<file path="src/rtl/nds_pkg.sv">
package nds_pkg;

    localparam int CYC_W  = 4;
    localparam int MODE_W = 2;
    localparam int LVL_W  = 3;
    localparam int CNT_W  = CYC_W + 1;
    localparam int WORD_W = LVL_W + MODE_W + CYC_W;

    typedef enum logic [MODE_W-1:0] {
        MODE_NORMAL   = 2'b00,
        MODE_BAD_A    = 2'b01,
        MODE_INTERVAL = 2'b10,
        MODE_BAD_B    = 2'b11
    } scan_mode_e;

    typedef enum logic [1:0] {
        SRC_RAIL_HI = 2'b00,
        SRC_RAIL_LO = 2'b01,
        SRC_GND     = 2'b10,
        SRC_HIZ     = 2'b11
    } src_sel_e;

    typedef struct packed {
        logic [LVL_W-1:0] level;
        scan_mode_e       mode;
        logic [CYC_W-1:0] cyc;
    } ctrl_word_t;

    localparam ctrl_word_t CTRL_RESET = '{level: '0, mode: MODE_INTERVAL, cyc: '0};

    // frames to wait after a scan before the next one (interval 2k-1, wait 2k-2)
    function automatic logic [CNT_W-1:0] wait_frames(input logic [CYC_W-1:0] code);
        logic [CNT_W-1:0] twice;
        twice = {code, 1'b0};
        return (code == '0) ? '0 : twice - CNT_W'(2);
    endfunction

    function automatic logic word_bad(input ctrl_word_t w);
        return (w.mode == MODE_BAD_A) || (w.mode == MODE_BAD_B) || (w.level[1:0] == 2'b01);
    endfunction

endpackage

</file>
<file path="src/rtl/nds_cfg_reg.sv">
module nds_cfg_reg
    import nds_pkg::*;
(
    input  logic                clk,
    input  logic                rst,
    input  logic                we,
    input  logic [WORD_W-1:0]   wdata,
    output ctrl_word_t          ctrl,
    output logic                err
);
    ctrl_word_t wword;
    assign wword = ctrl_word_t'(wdata);

    always_ff @(posedge clk) begin
        if (rst) begin
            ctrl <= CTRL_RESET;
            err  <= 1'b0;
        end else if (we) begin
            ctrl <= wword;
            if (word_bad(wword)) err <= 1'b1;
        end
    end

    a_r8_err_sticky: assert property (@(posedge clk) disable iff (rst) err |=> err);
    a_r8_bad_write_flags: assert property (@(posedge clk) disable iff (rst)
        (we && word_bad(wword)) |=> err);
endmodule

</file>
<file path="src/rtl/nds_frame_seq.sv">
module nds_frame_seq
    import nds_pkg::*;
(
    input  logic       clk,
    input  logic       rst,
    input  logic       frame_start,
    input  logic       reload,
    input  ctrl_word_t ctrl,
    output logic       gate_scan,
    output logic       drive_pol,
    output src_sel_e   src_sel,
    output logic       amp_mid_en,
    output logic       half_rate
);
    logic [CNT_W-1:0] cnt, cnt_nxt;
    logic             interval, fire, pol_nxt;
    src_sel_e         src_nxt;

    always_comb begin
        interval = (ctrl.mode == MODE_INTERVAL);
        fire     = !interval || (cnt == '0);
        if (!interval)      cnt_nxt = '0;
        else if (cnt == '0) cnt_nxt = wait_frames(ctrl.cyc);
        else                cnt_nxt = cnt - CNT_W'(1);
        pol_nxt = drive_pol ^ fire;
        case (ctrl.level[1:0])
            2'b00:   src_nxt = pol_nxt ? SRC_RAIL_LO : SRC_RAIL_HI;
            2'b10:   src_nxt = SRC_GND;
            default: src_nxt = SRC_HIZ;
        endcase
    end

    always_ff @(posedge clk) begin
        if (rst) begin
            cnt        <= '0;
            gate_scan  <= 1'b0;
            drive_pol  <= 1'b0;
            src_sel    <= SRC_HIZ;
            amp_mid_en <= 1'b1;
            half_rate  <= 1'b0;
        end else begin
            if (frame_start) begin
                cnt        <= cnt_nxt;
                gate_scan  <= fire;
                drive_pol  <= pol_nxt;
                src_sel    <= src_nxt;
                amp_mid_en <= ~ctrl.level[LVL_W-1];
                half_rate  <= ctrl.level[LVL_W-1];
            end
            if (reload) cnt <= '0;
        end
    end

    a_r3_normal_scans: assert property (@(posedge clk) disable iff (rst)
        (frame_start && ctrl.mode != MODE_INTERVAL) |=> gate_scan);
    a_r4_pol_tracks_scan: assert property (@(posedge clk) disable iff (rst)
        frame_start |=> ((drive_pol != $past(drive_pol)) == gate_scan));
    a_r9_hold_between_frames: assert property (@(posedge clk) disable iff (rst)
        !frame_start |=> ($stable(gate_scan) && $stable(drive_pol) && $stable(src_sel)
                          && $stable(amp_mid_en)));
    a_r5_rail_hi_positive: assert property (@(posedge clk) disable iff (rst)
        (src_sel == SRC_RAIL_HI) |-> !drive_pol);
    a_r5_rail_lo_negative: assert property (@(posedge clk) disable iff (rst)
        (src_sel == SRC_RAIL_LO) |-> drive_pol);
    a_r6_amp_vs_half: assert property (@(posedge clk) disable iff (rst)
        amp_mid_en != half_rate);
endmodule

</file>
<file path="src/rtl/nds_pump_div.sv">
module nds_pump_div (
    input  logic clk,
    input  logic rst,
    input  logic half_rate,
    input  logic tick,
    output logic pump_en
);
    logic pass_next;

    always_ff @(posedge clk) begin
        if (rst) begin
            pass_next <= 1'b1;
            pump_en   <= 1'b0;
        end else begin
            pump_en <= tick && (!half_rate || pass_next);
            if (!half_rate)  pass_next <= 1'b1;
            else if (tick)   pass_next <= ~pass_next;
        end
    end

    a_r7_no_tick_no_pump: assert property (@(posedge clk) disable iff (rst)
        !tick |=> !pump_en);
    a_r7_full_rate_passes: assert property (@(posedge clk) disable iff (rst)
        (tick && !half_rate) |=> pump_en);
endmodule

</file>
<file path="src/rtl/nds_scan_ctrl.sv">
module nds_scan_ctrl
    import nds_pkg::*;
(
    input  logic              clk,
    input  logic              rst,
    input  logic              cfg_we,
    input  logic [WORD_W-1:0] cfg_wdata,
    input  logic              frame_start,
    input  logic              pump_tick,
    output logic              gate_scan,
    output logic              drive_pol,
    output logic [1:0]        src_sel,
    output logic              amp_mid_en,
    output logic              pump_en,
    output logic              cfg_err
);
    ctrl_word_t ctrl;
    src_sel_e   src_e;
    logic       half_rate;

    nds_cfg_reg u_cfg (
        .clk   (clk),
        .rst   (rst),
        .we    (cfg_we),
        .wdata (cfg_wdata),
        .ctrl  (ctrl),
        .err   (cfg_err)
    );

    nds_frame_seq u_seq (
        .clk         (clk),
        .rst         (rst),
        .frame_start (frame_start),
        .reload      (cfg_we),
        .ctrl        (ctrl),
        .gate_scan   (gate_scan),
        .drive_pol   (drive_pol),
        .src_sel     (src_e),
        .amp_mid_en  (amp_mid_en),
        .half_rate   (half_rate)
    );

    nds_pump_div u_pump (
        .clk       (clk),
        .rst       (rst),
        .half_rate (half_rate),
        .tick      (pump_tick),
        .pump_en   (pump_en)
    );

    assign src_sel = src_e;
endmodule

</file>
<file path="config.mk">
export PLATFORM = sky130hd
export DESIGN_NAME = nds_scan_ctrl
export DESIGN_NICKNAME = d
export VERILOG_FILES = /design/src/rtl/nds_pkg.sv /design/src/rtl/nds_cfg_reg.sv /design/src/rtl/nds_frame_seq.sv /design/src/rtl/nds_pump_div.sv /design/src/rtl/nds_scan_ctrl.sv
export SDC_FILE = /design/constraint.sdc
export NUM_CORES = 1
export LEC_CHECK = 0
export BUFFER_PORTS_ARGS = -buffer_cell sky130_fd_sc_hd__buf_4
export CORE_MARGIN = 2
export CORE_UTILIZATION = 46
export DETAILED_ROUTE_END_ITERATION = 7
export PLACE_DENSITY_LB_ADDON = 0.12
export SLEW_MARGIN = 10
export SYNTH_ARGS = -nofsm -noshare
export SYNTH_HDL_FRONTEND = slang
export SYNTH_HIERARCHICAL = 1
export SYNTH_SLANG_ARGS = --single-unit
</file>
<file path="constraint.sdc">
create_clock -name clk -period 3.6 [get_ports clk]
set_clock_uncertainty 0.2 [all_clocks]
set_input_delay 0.18 -clock clk [delete_from_list [all_inputs] [get_ports clk]]
set_output_delay 0.18 -clock clk [all_outputs]
set_load 0.005 [all_outputs]
</file>
After elaboration in Yosys (flattened, before gate mapping). Index checks and enable logic that the tools add are counted.

Register bits after elaboration: 23. Bits of input ports: 14. Output and inout port bits: 7. Logic and storage cells: 41.

$add $sub $neg: 2. Equal/unequal tests: 5. Mux-type cells: 5. Bitwise gates (word level): 4. Reductions and logical operators: 13.

Operators by type and width (number): $mux 5 (3); $eq 2x2->1 const B (3); $logic_not 5->1 (1); $sub 5x1->5 const B (1); $sub 5x2->5 const B (1); $eq 2x1->1 const B (2); $logic_not 4->1 (1); $logic_or 1x1->1 (4); $pmux 2 s2 (1); $reduce_or 2->1 (2); $not 1->1 (3); $logic_not 1->1 (2); $logic_not 2->1 (1); $reduce_and 2->1 (1); $logic_and 1x1->1 (1); $mux 1 (1); $xor 1x1->1 (1).

Longest topological paths before layout.
Depth after elaboration: 6. Gate-level depth with buffers: 6. Gate-level depth less buffers: 6.

Cells and area by module. The synthesis kept the hierarchy.

Modules (own cells, without submodules): nds_frame_seq (instances 1, cells each 68, area each 594.3 µm²); nds_cfg_reg (instances 1, cells each 34, area each 375.4 µm²); nds_pump_div (instances 1, cells each 6, area each 75.1 µm²).

Least setup slack after synthesis. Ideal clock, no wire load.

Kind: register to register. From: register u_cfg/ctrl[0] (netlist name). To: register u_seq.cnt[3]. Setup time: 0.070 ns. Arrival time: 1.298 ns. Data required time: 3.330 ns. Setup slack: 2.032 ns. Cell stages (with the launch flop): 7. Clock period less this slack: 1.568 ns. Cell sequence: dfxtp_1 > inv_1 > ha_1 > nor3b_1 > nor4b_2 > a22oi_1 > a21oi_1.

Word-level cells in the longest chain between the ends: 4. Elaborated cells on any way between the ends: 5. Those cells by class: add/sub: 1; mux: 3; reduce/logical: 1.

Ends and longest elaborated chain: $sub 5x2->5 or $logic_not 4->1 (tied branches) (RTL line nds_pkg.sv:35) `return (code == '0) ? '0 : twice - CNT_W'(2);`; $mux 5 * (RTL line nds_pkg.sv:35); $mux 5 * (RTL line nds_frame_seq.sv:23) `else if (cnt == '0) cnt_nxt = wait_frames(ctrl.cyc);`; $mux 5 * (RTL line nds_frame_seq.sv:22) `if (!interval) cnt_nxt = '0;`; to (signal assigned) (RTL line nds_frame_seq.sv:43) `cnt <= cnt_nxt;`; to (decl) (RTL line nds_frame_seq.sv:15) `logic [CNT_W-1:0] cnt, cnt_nxt;`.

Every way passes the cells marked *; elsewhere a longest branch is shown, timed or not. A chain may end at the register's enable or synchronous reset.

Worst setup path in the final report.
From: register u_cfg/ctrl[0] (netlist name). To: register u_seq.cnt[3].

Word-level cells in the longest chain between the ends: 4. Elaborated cells on any way between the ends: 5. Those cells by class: add/sub: 1; mux: 3; reduce/logical: 1.

Ends and longest elaborated chain (RTL line): $sub 5x2->5 or $logic_not 4->1 (tied branches) (nds_pkg.sv:35); $mux 5 * (nds_pkg.sv:35); $mux 5 * (nds_frame_seq.sv:23); $mux 5 * (nds_frame_seq.sv:22).

Marked as above.

==> summary.txt <==
Outcome
  • Status: completed

Final layout
  • Top reg by flops: u_cfg/ctrl
  • Final Instance Area: 0.00144 mm2
  • Area grow syn2layout: 37.4%
  • N_diodes: 0
  • Utilization after layout: 66.1%
  • Max FFs per register: 9
  • Top Registers: u_cfg/ctrl x9, u_seq/cnt x5, u_seq/src_sel x2
  • Share of layout cells above drive strength 1: 21.5%
  • Nets: 166

CTS
  • CTS buffer count: 3
  • Htree depth: 1
  • Clock-pin slew on the worst setup and hold paths: 0.13 ns
  • CTS Sinks: 23
  • CTS tree: yes
  • Root Driver: clkbuf_4
  • Post-CTS Repair Setup Buffers: 0
  • Clock Latency Late Sink: 0.31 ns
  • Cts repair resizes: 0
  • Clk buf depth: 2

Timing
  • Clock period minus worst slack: 1.72 ns
  • Final hold violation count: 0
  • Final Cycle Share: 47.7%
  • Max Freq: 0.582 GHz
  • Worst slew pin tran: 0.355 ns
  • WHS: 0.0460 ns
  • Rel. slew slack: 76.3%
  • Final slew viol count: 0
  • RSZ-0062 raised after global routing: false
  • Final setup fails: 0
  • Final setup TNS: 0 ns

Floorplan
  • DIE AREA: 0.00267 mm2
  • Starting density of the core: 48.2%
  • Die height: 51.7 um
  • Die X-Extent: 51.7 um
  • Boundary Pins: 21
  • Core Region: 0.00217 mm2
  • Row Count: 17

Critical path
  • Crit-path max cell delay: 0.38 ns
  • CP Class: register to register
  • Critical Path Start Type: register
  • Critical-path cell with the highest stage delay: dfxtp_1
  • Worst Setup SP: u_cfg/ctrl[0]
  • Critical R2R Launch: u_cfg/ctrl[0]
  • Worst setup EP type: register
  • Crit Path Max Fanout: 3
  • WP data required: 3.65 ns
  • Critical-path cell list: inv_1 > ha_1 > nor3b_1 > nor4b_2 > a22oi_1 > a21oi_1
  • Worst EP arrival: 1.77 ns

Power and ir drop
  • Internal: 0.376 mW
  • Sw Ratio: 26.2%
  • Power share of the combinational group: 21.3%
  • Net load switching power: 0.133 mW
  • Pwr/cell area: 355 mW/mm2
  • Clk pwr share: 23.3%
  • Part of the power in registers: 55.4%
  • Total power: 0.509 mW
  • Peak VDD IR: 276 uV
  • Leak pwr: 0.610 nW

Detailed routing
  • # DRC: 0
  • DRT Pass-1 Iters: 4
  • Routed wire per std cell: 11.5 um
  • DR iter-0 viols: 11
  • Drt via density: 4.90
  • Vias: 867
  • Number of nets with antenna violations after routing: 0
  • Final WL: 2.03 mm

Global route
  • Initial antenna violation count: 0
  • Largest net degree at the start of global routing: 21
  • GRT Residual Overflow: 0
  • Global-route wire length before repair: 3.55 mm
  • All-Layer GR Usage: 17.5%
  • Vias in the first global route: 849

Synthesis
  • Mux cell area share after synthesis: 7.66%
  • Main area contributors after synthesis: dfxtp_1 44%, mux2i_1 7.7%, nand2b_1 5.4%
  • Simple-gate share of the synthesized area: 28.6%
  • Post-Syn Instances: 108
  • Post-Syn Area: 0.00104 mm2
  • Syn_area_per_cell: 9.67 um2
  • Largest family of logic cells by synthesized area: simple AND/OR/NAND/NOR gates
  • Syn_nets: 124
  • Post-synthesis adder-cell area fraction: 2.40%
  • Synthesized flop and latch total: 23
  • Compound-cell area share of the yosys netlist: 10.3%
  • Yosys top cell by area: dfxtp_1
  • Synth unique cells: 33
  • Ys Warns: 6
  • Post-Synth XOR/XNOR Area: 3.35%
  • Sequential-to-total area share from yosys stat: 44.1%
  • Share of the synthesized area in the top cell type: 44.1%

Placement
  • GPL Wtd Cong: 0.812
  • Hpwl dp: 1.33 mm
  • # port buffers: 20
  • Placed inst area: 0.00121 mm2

Min path
  • Hold Startpoint: cfg_we
  • HP Class: input port to register

Run
  • Max cap viols: 0
routing by layer:
metal / global-route usage, % / share of wire [%] / up-vias
met2: 29.9 / 47 / 16
met5: 0 / 0 / -
li1: - / - / 455
met3: 2.59 / 2.9 / 4
met1: 22.3 / 49 / 392
met4: 6.58 / 1.4 / 0
worst max-delay path, delay by kind of cell (launching register included):
kind | cells | cell delay (ns)
buf+inv | 1 | 0.07
compound gates | 2 | 0.28
flops | 1 | 0.38
simple gates | 2 | 0.50
fa+ha+maj | 1 | 0.22
logic make-up after synthesis:
group | Yosys count
DFF | 23
adders and majority gates | 2
buffers and inverters | 7
and+or+nand+nor | 47
muxes | 8
xor gates and xnor gates | 4
AOI/OAI and AO/OA | 17
power groups by stage:
| stage | logic, mW | registers (mW) | clock network [mW] |
|---|---|---|---|
| after floorplan | 0.0592 | 0.286 | 0 |
| after global placement | 0.0889 | 0.287 | 0 |
| after detailed placement | 0.0901 | 0.288 | 0 |
| after CTS | 0.108 | 0.282 | 0.122 |
| after global routing | 0.120 | 0.285 | 0.133 |
| final | 0.108 | 0.282 | 0.119 |
path summary, 6_finish.rpt:
check | end | slack [ns] | cells after the start
setup reg to reg | u_seq/cnt[3] | 1.88 | 6
hold / removal | u_cfg/ctrl[5] | 0.05 | 2
setup / recovery | u_seq/cnt[3] | 1.88 | 6
hold reg to reg | u_pump/pass_next | 0.25 | 1
cell type report:
type | instances | area [um2]
fill | 191 | 734
timing repair buffer | 40 | 350
inverter | 4 | 15.0
tap | 28 | 35.0
multi-input combinational | 78 | 547
sequential | 23 | 460
clock buffer | 3 | 22.5
clock inverter | 1 | 5.00
through the flow:
stage / setup WS, ns / std cells
after floorplan: 2.03 / 108
after global placement: 1.98 / 153
after detailed placement: 1.91 / 153
after CTS: 1.87 / 177
after global routing: 1.73 / 177
final: 1.88 / 177
synth_stat cells:
master    number
dfxtp_1       23
nor2_1        12
nand2b_1       9
mux2i_1        8
a21oi_1        5
inv_1          4
nor3_1         4
o21ai_0        4
nand3b_1       3
nor2b_1        3
xor2_1         3
a22oi_1        2
a31oi_1        2
ha_1           2
nand2_1        2
nor2_2         2
nor3b_1        2
o22ai_1        2
or2b_1         2
a211o_2        1
a211oi_2       1
and3b_1        1
buf_4          1
buf_6          1
clkbuf_1       1
nand3_1        1
nand4b_1       1
nor3b_2        1
nor4b_2        1
nor4b_4        1
or2_2          1
or3_1          1
xnor2_1        1
layout by cell type (no fill, tap or decap), drive strengths merged:
cell,netlist,layout
nand2,2,2
dfxtp,23,23
inv,4,4
or2b,2,2
buf,2,20
a211oi,1,1
or2,1,1
nand3,1,1
nor2b,3,3
ha,2,2
nand2b,9,9
mux2i,8,8
a21oi,5,5
xnor2,1,1
nor3b,3,3
nor2,14,14
a211o,1,1
xor2,3,3
nor4b,2,2
a31oi,2,2
clkbuf,1,3
nand4b,1,1
o21ai,4,4
and3b,1,1
a22oi,2,2
or3,1,1
clkinv,0,1
nor3,4,4
nand3b,3,3
o22ai,2,2
dlygate4sd3,0,20
what timing repair did:
| item | in CTS | in global routing |
|---|---|---|
| hold endpoints to repair | 16 | 0 |
| setup endpoints to repair | 0 | 0 |
| hold buffers | 20 | 0 |
Power figures use the tool's default switching activity.
